===== src/rtl/xfc_pkg.sv =====
package xfc_pkg;
   typedef enum logic [1:0] {
      FC_OFF    = 2'd0,
      FC_SINGLE = 2'd1,
      FC_DOUBLE = 2'd2,
      FC_RSVD   = 2'd3
   } fc_mode_e;

   localparam int unsigned IDX_ON1  = 0;
   localparam int unsigned IDX_ON2  = 1;
   localparam int unsigned IDX_OFF1 = 2;
   localparam int unsigned IDX_OFF2 = 3;
   localparam int unsigned NUM_CTRL = 4;

   typedef struct packed {
      logic on1;
      logic on2;
      logic off1;
      logic off2;
   } hit_t;
endpackage


===== src/rtl/xfc_char_regs.sv =====
module xfc_char_regs #(
   parameter int unsigned CHAR_W = 8,
   parameter int unsigned NREGS  = 4,
   localparam int unsigned SEL_W = (NREGS > 1) ? $clog2(NREGS) : 1
) (
   input  logic              clk,
   input  logic              rst_n,
   input  logic              wr_en,
   input  logic [SEL_W-1:0]  wr_sel,
   input  logic [CHAR_W-1:0] wr_data,
   output logic [CHAR_W-1:0] val [NREGS]
);
   for (genvar i = 0; i < NREGS; i++) begin : g_reg
      logic [CHAR_W-1:0] q;
      always_ff @(posedge clk or negedge rst_n) begin
         if (!rst_n)
            q <= '0;
         else if (wr_en && (wr_sel == SEL_W'(i)))
            q <= wr_data;
      end
      assign val[i] = q;
   end
endmodule


===== src/rtl/xfc_cmp.sv =====
module xfc_cmp
   import xfc_pkg::*;
#(
   parameter int unsigned CHAR_W = 8,
   localparam int unsigned MIN_BITS = CHAR_W - 3
) (
   input  logic [CHAR_W-1:0] ch,
   input  logic [1:0]        wlen,
   input  logic [CHAR_W-1:0] val [NUM_CTRL],
   output hit_t              hit
);
   logic [CHAR_W-1:0]   mask;
   logic [NUM_CTRL-1:0] hv;

   for (genvar b = 0; b < CHAR_W; b++) begin : g_mask
      assign mask[b] = (b < (MIN_BITS + int'(wlen)));
   end

   for (genvar i = 0; i < NUM_CTRL; i++) begin : g_hit
      assign hv[i] = (((ch ^ val[i]) & mask) == '0);
   end

   assign hit.on1  = hv[IDX_ON1];
   assign hit.on2  = hv[IDX_ON2];
   assign hit.off1 = hv[IDX_OFF1];
   assign hit.off2 = hv[IDX_OFF2];
endmodule


===== src/rtl/xfc_seq.sv =====
module xfc_seq
   import xfc_pkg::*;
#(
   parameter int unsigned CHAR_W = 8
) (
   input  logic              clk,
   input  logic              rst_n,
   input  logic              rx_valid,
   input  logic [CHAR_W-1:0] rx_data,
   input  fc_mode_e          mode,
   input  hit_t              hit,
   output logic              wr,
   output logic [CHAR_W-1:0] wdata,
   output logic              susp_req,
   output logic              flag
);
   logic              pend_vld, pend_on, pend_off;
   logic [CHAR_W-1:0] pend_data;
   logic              spill_vld;
   logic [CHAR_W-1:0] spill_data;
   logic              is_first;

   assign is_first = hit.on1 | hit.off1;

   always_ff @(posedge clk or negedge rst_n) begin
      if (!rst_n) begin
         wr         <= 1'b0;
         wdata      <= '0;
         susp_req   <= 1'b0;
         flag       <= 1'b0;
         pend_vld   <= 1'b0;
         pend_on    <= 1'b0;
         pend_off   <= 1'b0;
         pend_data  <= '0;
         spill_vld  <= 1'b0;
         spill_data <= '0;
      end else begin
         wr <= 1'b0;
         if (spill_vld) begin
            wr        <= 1'b1;
            wdata     <= spill_data;
            spill_vld <= 1'b0;
         end
         if (mode != FC_DOUBLE)
            pend_vld <= 1'b0;
         if (mode == FC_OFF || mode == FC_RSVD)
            susp_req <= 1'b0;
         if (rx_valid) begin
            unique case (mode)
               FC_SINGLE: begin
                  if (hit.off1) begin
                     susp_req <= 1'b1;
                     flag     <= 1'b1;
                  end else if (hit.on1) begin
                     susp_req <= 1'b0;
                     flag     <= 1'b0;
                  end else begin
                     wr    <= 1'b1;
                     wdata <= rx_data;
                  end
               end
               FC_DOUBLE: begin
                  if (pend_vld && pend_off && hit.off2) begin
                     pend_vld <= 1'b0;
                     susp_req <= 1'b1;
                     flag     <= 1'b1;
                  end else if (pend_vld && pend_on && hit.on2) begin
                     pend_vld <= 1'b0;
                     susp_req <= 1'b0;
                     flag     <= 1'b0;
                  end else begin
                     if (pend_vld) begin
                        wr    <= 1'b1;
                        wdata <= pend_data;
                     end
                     if (is_first) begin
                        pend_vld  <= 1'b1;
                        pend_on   <= hit.on1;
                        pend_off  <= hit.off1;
                        pend_data <= rx_data;
                     end else begin
                        pend_vld <= 1'b0;
                        if (pend_vld) begin
                           spill_vld  <= 1'b1;
                           spill_data <= rx_data;
                        end else begin
                           wr    <= 1'b1;
                           wdata <= rx_data;
                        end
                     end
                  end
               end
               default: begin
                  wr    <= 1'b1;
                  wdata <= rx_data;
               end
            endcase
         end
      end
   end
endmodule


===== src/rtl/xonxoff_matcher.sv =====
module xonxoff_matcher
   import xfc_pkg::*;
#(
   parameter int unsigned CHAR_W          = 8,
   parameter bit          GATE_AT_BOUNDARY = 1'b1
) (
   input  logic              clk,
   input  logic              rst_n,
   input  logic              rx_valid,
   input  logic [CHAR_W-1:0] rx_data,
   input  logic              reg_wr,
   input  logic [1:0]        reg_sel,
   input  logic [CHAR_W-1:0] reg_wdata,
   input  logic [1:0]        fc_mode,
   input  logic [1:0]        wlen,
   input  logic              xoff_irq_en,
   input  logic              tx_at_boundary,
   output logic              tx_suspend,
   output logic              fifo_wr,
   output logic [CHAR_W-1:0] fifo_data,
   output logic              xoff_flag,
   output logic              irq
);
   if (CHAR_W < 5) begin : g_chk_w
      $error("CHAR_W must be at least 5");
   end

   logic [CHAR_W-1:0] reg_val [NUM_CTRL];
   hit_t              hit;
   fc_mode_e          mode;
   logic              susp_req;
   logic              fc_on;
   logic              susp_q;

   assign mode  = fc_mode_e'(fc_mode);
   assign fc_on = (mode == FC_SINGLE) || (mode == FC_DOUBLE);

   xfc_char_regs #(.CHAR_W(CHAR_W), .NREGS(NUM_CTRL)) u_regs (
      .clk     (clk),
      .rst_n   (rst_n),
      .wr_en   (reg_wr),
      .wr_sel  (reg_sel),
      .wr_data (reg_wdata),
      .val     (reg_val)
   );

   xfc_cmp #(.CHAR_W(CHAR_W)) u_cmp (
      .ch   (rx_data),
      .wlen (wlen),
      .val  (reg_val),
      .hit  (hit)
   );

   xfc_seq #(.CHAR_W(CHAR_W)) u_seq (
      .clk      (clk),
      .rst_n    (rst_n),
      .rx_valid (rx_valid),
      .rx_data  (rx_data),
      .mode     (mode),
      .hit      (hit),
      .wr       (fifo_wr),
      .wdata    (fifo_data),
      .susp_req (susp_req),
      .flag     (xoff_flag)
   );

   if (GATE_AT_BOUNDARY) begin : g_gated
      always_ff @(posedge clk or negedge rst_n) begin
         if (!rst_n)
            susp_q <= 1'b0;
         else if (!fc_on)
            susp_q <= 1'b0;
         else if (tx_at_boundary)
            susp_q <= susp_req;
      end
   end else begin : g_direct
      assign susp_q = susp_req;
   end

   assign tx_suspend = susp_q & fc_on;
   assign irq        = xoff_flag & xoff_irq_en;
endmodule


===== config.mk =====
export PLATFORM = sky130hd
export DESIGN_NAME = xonxoff_matcher
export DESIGN_NICKNAME = d
export VERILOG_FILES = /design/src/rtl/xfc_pkg.sv /design/src/rtl/xfc_char_regs.sv /design/src/rtl/xfc_cmp.sv /design/src/rtl/xfc_seq.sv /design/src/rtl/xonxoff_matcher.sv
export SDC_FILE = /design/constraint.sdc
export NUM_CORES = 1
export LEC_CHECK = 0
export BUFFER_PORTS_ARGS = -buffer_cell sky130_fd_sc_hd__buf_2
export CELL_PAD_IN_SITES_DETAIL_PLACEMENT = 1
export CELL_PAD_IN_SITES_GLOBAL_PLACEMENT = 1
export CORE_ASPECT_RATIO = 1.5
export CORE_MARGIN = 4
export CORE_UTILIZATION = 50
export DETAILED_ROUTE_END_ITERATION = 16
export PLACE_DENSITY_LB_ADDON = 0.15
export SLEW_MARGIN = 20
export SYNTH_ARGS = -nofsm -noshare
export SYNTH_HDL_FRONTEND = slang
export SYNTH_SLANG_ARGS = --single-unit

===== constraint.sdc =====
create_clock -name clk -period 6.73 [get_ports clk]
set_input_delay 1.346 -clock clk [delete_from_list [all_inputs] [get_ports clk]]
set_output_delay 1.346 -clock clk [all_outputs]
set_load 0.02 [all_outputs]

==> flow_summary.toml, run 1 <==
[logic_synthesis]
synth.area.top_cells = "dfrtp_1, mux2_2, xnor2_1"
netlist_area_sq_um = 3590
yosysTopAreaCellShare = 0.447
synth-seq-area-share = 0.447
ys.flop_type = "dfrtp_1"
synth_cell_types = 47
yosys.area.top_type = "dfrtp_1"
ys_ff_latch = 64
netlist_instances = 319
synth_fp_nets = 349
synthArstFlopShare = 1.00
synth.avg_cell_area_sq_um = 11.2
yosysWarnings = 0
synth_edf_count = 0

[worst_setup_path]
cp_top_family = "adder cells"
endpoint_kind = "output port"
cp.required_ns = 5.38
start_kind = "primary input"
crit_path_max_fanout = 16
arrival_ns = 2.35
cpPeakStageDelay_ns = 0.61
worst-path-buf-inv = 3
critical-path-slowest-cell = "ha_1"
cpMostUsedCell = "buf_2"
worst-setup-path-type = "primary input to output port"
crit_chain = "buf_2 -> inv_1 -> ha_1 -> nor2b_1 -> buf_2"

[timing]
fmax_mhz = 271
finalHoldViolations = 0
maxSlewHeadroom = 0.456
maxSlewViolCount = 0
rsz0062_at_grt = "no"
setup_violations = 0
tightest_slew_ns = 0.816
setup_tns_ns = 0
layout_min_cycle_time_ns = 3.69
finalCritPeriodShare = 0.549
fin_hold_ws_ns = 0.501
skew_ns = 0.0127

[clock_network]
hold_buffers = 0
clock_latency_ns = 0.35
cts_resized = 0
htree_levels = 3
cts_tree = "built"
cts_buffers = 9
clock_sinks = 64
cts_root_buf = "clkbuf_8"
clk_pin_slew_ns = 0.07
cts_max_path_buffers = 2
cts_setup_buffers = 0

[floorplanning]
die_x_microns = 77.1
die_area_sq_um = 8620
die_h_microns = 112
boundaryPins = 40
initial_core_util = 0.516
row_count = 37
core_sq_um = 6940

[cells_and_area]
diodes = 0
final-instance-count-excl-fill = 430
areaGrowthSynthToFinish_pct = 11.5
drive_gt1_frac = 0.358
fin_nets = 378
fin_util = 0.576
fill_cells = 735

[power]
powerDensity_nw_per_um2 = 268
power.leakage_nw = 1.63
ir_drop_v = 0.000180

[global_route]
grt_pass1_wl_microns = 14600
grt_use_total = 0.217
grt_max_degree = 65
gr-total-overflow = 0
first_global_vias = 2874
antenna_found_initial = 0

[placed_design]
place.gp.congestion = 0.816
io_buffers = 39
dp_hpwl_microns = 6130
post-place-cells = 415

[detailed_routing]
drt_drc_violations_left = 0
vias = 2601
wl_microns = 8590
drt_iter0_drc = 137
avgRoutedWirePerCell_microns = 20.0
viasPerCell = 6.05
drt_pass1_iterations = 4
ant_nets = 0

[flow_run]
cap_violations = 0

[outcome]
status = "finished clean"

[min_path]
hold_path.class = "flip-flop to flip-flop"
final timing paths:
check / endpoint / startpoint / cells past startpoint / slack, ns
worst min-delay path: u_seq.pend_off / u_seq.pend_off / 1 / 0.50
min in group asynchronous: u_seq.wr / rst_n / 2 / 1.17
worst min register to register: u_seq.pend_off / u_seq.pend_off / 1 / 0.50
max in group asynchronous: u_regs.g_reg[2].q[4] / rst_n / 2 / 5.03
worst max register to register: u_seq.pend_data[7] / u_regs.g_reg[2].q[6] / 6 / 4.00
worst max-delay path: tx_suspend / fc_mode[0] / 5 / 3.04
routing by layer:
layer | vias to the layer above | routed length [microns] | share of wire | GRT usage
li1 | 1225 | - | - | -
met1 | 1307 | 3630 | 0.42 | 0.260
met2 | 52 | 4440 | 0.52 | 0.358
met3 | 17 | 288 | 0.034 | 0.0526
met4 | 0 | 242 | 0.028 | 0.114
met5 | - | 0 | 0 | 0
placed cells by master (no fill, tap or decap), types with 2 or more instances in the layout:
master     instances
clkbuf_8          12
or3_1              2
nand2_1           14
ha_1               2
clkinv_2           2
nand3_1           11
xnor2_1           30
nor2_1             9
nor3_1             3
nand2b_1           2
nor3b_1            2
dfrtp_1           64
a211oi_1           2
xor2_1             2
a211oi_2           2
inv_1              5
o2bb2ai_1          2
nand4_1            2
nand3b_1          17
a31oi_1            7
o32ai_1            2
buf_2             39
o211ai_1           2
o2111ai_1          2
o41ai_1            2
a21oi_1            8
buf_4              3
mux2_2            63
a311oi_1           8
o21ai_0           11
nor4_1             2
cells by family (layout without fill, tap and decap cells):
family / count (synthesis) / in the layout / synth area share
buffers and inverters: 29 / 62 / 0.0401
xor gates and xnor gates: 32 / 32 / 0.0782
DFF: 64 / 64 / 0.447
and+or+nand+nor: 71 / 71 / 0.115
AOI/OAI and AO/OA: 57 / 57 / 0.113
muxes: 64 / 64 / 0.201
adders and majority gates: 2 / 2 / 0.00698
cells in the mapped netlist (3+ instances only):
master / instances
inv_1: 5
nand3_1: 11
nand2_1: 14
dfrtp_1: 64
xnor2_1: 30
a311oi_1: 8
mux2_2: 63
a31oi_1: 7
nor3_1: 3
nor2_1: 9
o21ai_0: 11
nand3b_1: 17
a21oi_1: 8
clkbuf_1: 11
buf_2: 7
a211oi_1: 4
nor4_1: 3
buf_6: 3
per-stage QoR:
stage                     worst slack (ns)  power, mW  cell area, sq um
final                                 3.04       1.07              4000
after global routing                  2.92       1.14              4000
after CTS                             3.03       1.09              3990
after detailed placement              2.66      0.737              3780
after global placement                2.69      0.724              3780
after floorplan                       3.14      0.662              3590
final cells by class:
cell class,instances,area (sq um),area share
flip-flops and latches,64,1600,0.401
clock buffers,12,165,0.0413
multi-input cells,226,1860,0.464
well taps,78,97.6,0.0244
repair buffers,42,218,0.0545
inverters,5,18.8,0.00469
clock inverters,3,40.0,0.0100
report_power, final:
part           internal (mW)  switching (mW)
clock network          0.198           0.146
logic                  0.116           0.121
registers              0.450          0.0414
state kept, by name, indices dropped and copies added (netlist names):
register	cells
susp_q	1
u_seq.pend_off	1
u_seq.wdata	8
u_seq.spill_data	8
u_seq.susp_req	1
u_seq.flag	1
u_seq.spill_vld	1
u_regs.g.q	32
u_seq.wr	1
u_seq.pend_data	8
u_seq.pend_on	1
u_seq.pend_vld	1
(Power assumes the default switching activity.)
==> run 2, diff against run 1 <==
--- a/config.mk
+++ b/config.mk
@@ -10,7 +10,7 @@
 export CELL_PAD_IN_SITES_GLOBAL_PLACEMENT = 1
 export CORE_ASPECT_RATIO = 1.5
 export CORE_MARGIN = 4
-export CORE_UTILIZATION = 50
+export CORE_UTILIZATION = 42
 export DETAILED_ROUTE_END_ITERATION = 16
 export PLACE_DENSITY_LB_ADDON = 0.15
 export SLEW_MARGIN = 20
==> constraint.sdc (replaced) <==
create_clock -name clk -period 3.31 [get_ports clk]
set_input_delay 0.662 -clock clk [delete_from_list [all_inputs] [get_ports clk]]
set_output_delay 0.662 -clock clk [all_outputs]
set_load 0.02 [all_outputs]
==> run 2 against run 1 <==
  * Sequential cell count unchanged
  * Clock skew shrank 0.0057 ns
  * Cell count increased by 8.4%
  * Register-to-register slack lost 3.2 ns
  * Worst hold slack got worse by 0.22 ns
  * Routed wire length increased by 2.2%
  * Via count rose by 2.0%
  * Total power up 120%
  * Sequential share of layout area down 1.4 points
  * First-iteration DRC count shrank 5.1%
  * Largest power group unchanged
  * Highest routed layer unchanged
==> flow_summary.toml, run 2 (synthesized netlist as in run 1, its figures left out) <==
[outcome]
status = "finished clean"

[cells_and_area]
regMostFlops = "u_regs.g.q"
regArea_sq_um = 1600
largest_reg_flops = 32
final_common_cell = "dfrtp_1"
final_cell_mix = "dfrtp_1, mux2_2, buf_2"
fill_cells = 921
fin_util = 0.495
diodes = 0
drive_gt1_frac = 0.365
areaGrowthSynthToFinish_pct = 15.4
multi_input_area_sq_um = 1850
fin_nets = 384
final-instance-count-excl-fill = 466

[floorplanning]
die_h_microns = 121
boundaryPins = 40
row_count = 41
die_x_microns = 83.4
core_sq_um = 8360
initial_core_util = 0.429
die_area_sq_um = 10100

[worst_setup_path]
start_kind = "primary input"
cpPeakStageDelay_ns = 0.58
crit_path_max_fanout = 16
crit_chain = "buf_2 -> xor2_1 -> o2bb2ai_1 -> or3_1 -> and2_4 -> nor4_4 -> mux2_2"
worst-setup-path-type = "primary input to flip-flop"
cp.required_ns = 3.52
arrival_ns = 2.82
r2r_start = "u_regs.g_reg[2].q[6]"
endpoint_kind = "flip-flop"
critical-path-slowest-cell = "nor4_4"
crit_start = "rx_data[6]"

[power]
power_mw = 2.34
ir_drop_v = 0.000310
powerDensity_nw_per_um2 = 566
power.leakage_nw = 1.68

[clock_network]
clk_pin_slew_ns = 0.06
clock_latency_ns = 0.33
cts_buffers = 9
cts_root_buf = "clkbuf_16"
htree_levels = 3
cts_tree = "built"
cts_setup_buffers = 0
cts_resized = 0
clock_sinks = 64
hold_buffers = 0
cts_max_path_buffers = 2

[timing]
setup_violations = 0
maxSlewHeadroom = 0.507
rsz0062_at_grt = "no"
setup_tns_ns = 0
fmax_mhz = 384
finalHoldViolations = 0
skew_ns = 0.00701
finalCritPeriodShare = 0.787
fin_hold_ws_ns = 0.285
tightest_slew_ns = 0.740
maxSlewViolCount = 0
layout_min_cycle_time_ns = 2.60

[global_route]
grt_pass1_wl_microns = 14800
first_global_vias = 2799
gr-total-overflow = 0
grt_use_total = 0.188
grt_max_degree = 45
antenna_found_initial = 0

[detailed_routing]
avgRoutedWirePerCell_microns = 18.8
drt_pass1_iterations = 4
vias = 2653
drt_drc_violations_left = 0
wl_microns = 8780
drt_iter0_drc = 130
viasPerCell = 5.69
ant_nets = 0

[placed_design]
post-place-cells = 450
place.gp.congestion = 0.795
io_buffers = 39
dp_hpwl_microns = 6290

[flow_run]
cap_violations = 0

[min_path]
hold_path.class = "primary input to asynchronous set/reset pin"
==> run 2: worst paths after layout <==
| kind | to | slack, ns | depth (start not counted) |
|---|---|---|---|
| setup / recovery | u_seq.pend_data[1] | 0.71 | 7 |
| hold / removal | u_seq.flag | 0.28 | 1 |
| setup reg to reg | u_seq.pend_data[1] | 0.85 | 6 |
| hold reg to reg | u_seq.pend_data[2] | 0.50 | 1 |
| max in group asynchronous | u_regs.g_reg[2].q[1] | 2.08 | 2 |
| min in group clk | u_seq.pend_data[2] | 0.50 | 1 |
==> run 2: layout make-up <==
class                      instances  share of cell area
tap                              107              0.0324
inverter                           5             0.00454
sequential                        64               0.387
clock buffer                      10              0.0578
clock inverter                     6             0.00847
multi-input combinational        226               0.446
timing repair buffer              48              0.0635
==> run 2: report_power, final <==
part	total, mW	internal [mW]	switching (mW)	leakage (nW)
clock network	0.867	0.521	0.346	0.134
logic	0.475	0.238	0.236	0.754
registers	1.00	0.916	0.0846	0.796
total	2.34	1.68	0.667	1.68
==> run 2: layer usage <==
metal	routed length, microns	track usage	vias to the layer above	part of all wire
met5	0	0	-	0
met1	3720	0.228	1350	0.42
li1	-	-	1247	-
met3	274	0.0414	11	0.031
met4	156	0.0694	0	0.018
met2	4630	0.326	45	0.53
==> run 2: stage by stage <==
| step | instance area, sq um | setup WS, ns |
|---|---|---|
| final | 4140 | 0.706 |
| after global routing | 4140 | 0.619 |
| after CTS | 4140 | 0.689 |
| after detailed placement | 3860 | 0.359 |
| after global placement | 3860 | 0.388 |
| after floorplan | 3590 | 0.508 |
==> run 2: worst max-delay path, delay by kind of cell <==
kind | cells | cell delay (ns)
AND/OR/NAND/NOR | 3 | 1.24
XOR/XNOR | 1 | 0.17
AO/OA/AOI/OAI | 1 | 0.17
multiplexers | 1 | 0.41
buffers and inverters | 1 | 0.17
==> run 3, diff against run 2 <==
--- a/config.mk
+++ b/config.mk
@@ -5,12 +5,13 @@
 export SDC_FILE = /design/constraint.sdc
 export NUM_CORES = 1
 export LEC_CHECK = 0
+export ABC_AREA = 1
 export BUFFER_PORTS_ARGS = -buffer_cell sky130_fd_sc_hd__buf_2
 export CELL_PAD_IN_SITES_DETAIL_PLACEMENT = 1
 export CELL_PAD_IN_SITES_GLOBAL_PLACEMENT = 1
 export CORE_ASPECT_RATIO = 1.5
 export CORE_MARGIN = 4
-export CORE_UTILIZATION = 42
+export CORE_UTILIZATION = 43
 export DETAILED_ROUTE_END_ITERATION = 16
 export PLACE_DENSITY_LB_ADDON = 0.15
 export SLEW_MARGIN = 20
==> constraint.sdc (replaced) <==
create_clock -name clk -period 2.6 [get_ports clk]
set_input_delay 0.52 -clock clk [delete_from_list [all_inputs] [get_ports clk]]
set_output_delay 0.52 -clock clk [all_outputs]
set_load 0.02 [all_outputs]
==> run 3 against run 2 <==
  * Register-to-register slack got worse by 0.20 ns
  * First-iteration DRC count rose by 7.7%
  * Clock power rose by 21%
  * Non-clock buffer count did not move
  * Utilization rose by 0.95 points
  * Synthesized cell count rose by 58%
  * Count of clock-buffer cells in the layout did not move
  * Clock skew fell by 0.0032 ns
  * Worst setup slack got worse by 0.11 ns
  * Critical endpoint is now u_seq.wdata[6]
  * Largest power group unchanged
==> flow_summary.toml, run 3 <==
[logic_synthesis]
synth.most_common_cell = "nand2_1"
synthArstFlopShare = 1.00
synth.avg_cell_area_sq_um = 7.33
synth_commonest_cells = "nand2_1, dfrtp_1, inv_1"
ys.flop_type = "dfrtp_1"
synth_edf_count = 0
synth-seq-area-share = 0.434
synth.area.top_cells = "dfrtp_1, nand2_1, nand3_1"
yosysWarnings = 0
ys_ff_latch = 64
synth_fp_nets = 533
yosys.area.top_type = "dfrtp_1"
yosysTopAreaCellShare = 0.434
netlist_instances = 503
netlist_area_sq_um = 3690
synth_cell_types = 26

[clock_network]
clock_sinks = 64
clock_latency_ns = 0.33
cts_tree = "built"
cts_resized = 0
cts_buffers = 9
cts_root_buf = "clkbuf_16"
cts_setup_buffers = 0
cts_max_path_buffers = 2
htree_levels = 3
clk_pin_slew_ns = 0.05
hold_buffers = 0

[detailed_routing]
drt_pass1_iterations = 4
avgRoutedWirePerCell_microns = 15.4
drt_iter0_drc = 140
wl_microns = 10100
vias = 3345
drt_drc_violations_left = 0
ant_nets = 0
viasPerCell = 5.12

[placed_design]
dp_hpwl_microns = 7710
place.gp.congestion = 0.858
io_buffers = 39
dp_slack_ns = 0.272
post-place-cells = 641

[worst_setup_path]
crit_path_max_fanout = 9
r2r_start = "u_regs.g_reg[2].q[0]"
cp_top_family = "simple AND/OR/NAND/NOR gates"
worst-path-buf-inv = 2
critical-path-slowest-cell = "nand2_1"
reg2reg_slack_ns = 0.65
r2r_end = "u_seq.wdata[6]"
ff2ff_path_depth = 12
endpoint_kind = "flip-flop"
crit_chain = "buf_2 -> inv_1 -> nand2_1 -> nand3_1 -> nand2_1 -> nor2_1 -> nand2_2 -> nand2_1 -> nand2_4 -> nand2_2 -> nand2_1 -> nand3_1 -> nand2_1 -> nand2_1 -> nand2_1"
worst-setup-path-type = "primary input to flip-flop"
arrival_ns = 2.22
cp.required_ns = 2.81
cpPeakStageDelay_ns = 0.27
cpMostUsedCell = "nand2_1"
start_kind = "primary input"

[power]
ir_drop_v = 0.000571
powerDensity_nw_per_um2 = 657
power.leakage_nw = 2.24
power_mw = 2.79

[timing]
finalCritPeriodShare = 0.772
rsz0062_at_grt = "no"
fin_hold_ws_ns = 0.251
fin_ws_ns = 0.593
setup_violations = 0
maxSlewHeadroom = 0.513
skew_ns = 0.00384
setup_tns_ns = 0
finalHoldViolations = 0
tightest_slew_ns = 0.731
layout_min_cycle_time_ns = 2.01
fmax_mhz = 498
maxSlewViolCount = 0

[outcome]
status = "finished clean"

[global_route]
grt_use_total = 0.210
grt_pass1_wl_microns = 17000
grt_max_degree = 32
gr-total-overflow = 0
first_global_vias = 3657
antenna_found_initial = 0

[cells_and_area]
final_cell_mix = "nand2_1, dfrtp_1, inv_1"
fin_nets = 575
drive_gt1_frac = 0.163
final-instance-count-excl-fill = 653
areaGrowthSynthToFinish_pct = 15.1
largest_reg_flops = 32
regMostFlops = "u_regs.g.q"
diodes = 0
final_common_cell = "nand2_1"

[floorplanning]
initial_core_util = 0.438
boundaryPins = 40
row_count = 41
core_sq_um = 8410
die_h_microns = 121
die_area_sq_um = 10100
die_x_microns = 83.6

[min_path]
hold_path.class = "primary input to asynchronous set/reset pin"

[flow_run]
cap_violations = 0
[run 3: cell types whose count changed after synthesis, sizes merged, moves of 17 or more]
cell	before	now
inv	5	58
mux2	63	0
nand2	14	179
nand3	11	54
nand3b	17	0
o21ai	11	62
xnor2	30	12
[run 3: area by class of cell]
class	count	area (sq um)
Clock inverter	2	10.0
Timing Repair Buffer	48	263
Multi-Input combinational cell	363	1770
Tap cell	107	134
Clock buffer	10	239
Sequential cell	64	1600
Fill cell	1110	4170
Inverter	59	224
[run 3: how the worst max path moves through the flow]
stage,slack [ns],cells past startpoint,start,endpoint
2_1_floorplan,0.70,4,fc_mode[0],tx_suspend
3_3_place_gp,0.32,13,rx_data[1],u_seq.spill_data[6]
3_5_place_dp,0.27,13,rx_data[6],u_seq.wr
4_1_cts,0.59,15,rx_data[6],u_seq.wdata[6]
5_1_grt,0.32,15,rx_data[5],u_seq.wdata[6]
6_report,0.59,15,rx_data[6],u_seq.wdata[6]
[run 3: cells by family (layout without fill, tap and decap cells)]
| family | after synthesis | in the layout | share of synthesized area |
|---|---|---|---|
| compound gates | 74 | 74 | 0.109 |
| xor+xnor | 12 | 12 | 0.0285 |
| fa+ha+maj | 2 | 2 | 0.00679 |
| buf+inv | 76 | 119 | 0.0849 |
| flops | 64 | 64 | 0.434 |
| mux | 8 | 8 | 0.0217 |
| simple gates | 267 | 267 | 0.315 |
[run 3: power by group]
part           total, mW  internal, mW  switching [mW]
combinational      0.529         0.202           0.327
sequential          1.21          1.13          0.0859
clock               1.05         0.644           0.403
[run 3: through the flow]
| stage | util | area (sq um) |
|---|---|---|
| 2_1_floorplan | - | 3690 |
| 3_3_place_gp | 0.475 | 3990 |
| 3_5_place_dp | 0.475 | 3990 |
| 4_1_cts | 0.504 | 4240 |
| 5_1_grt | 0.504 | 4240 |
| 6_report | 0.504 | 4240 |
[run 3: routing by layer]
layer | vias to the layer above | track usage | wire length, microns
li1 | 1670 | - | -
met1 | 1616 | 0.224 | 4040
met2 | 44 | 0.403 | 5570
met3 | 15 | 0.0346 | 249
met4 | 0 | 0.0845 | 214
met5 | - | 0 | 0
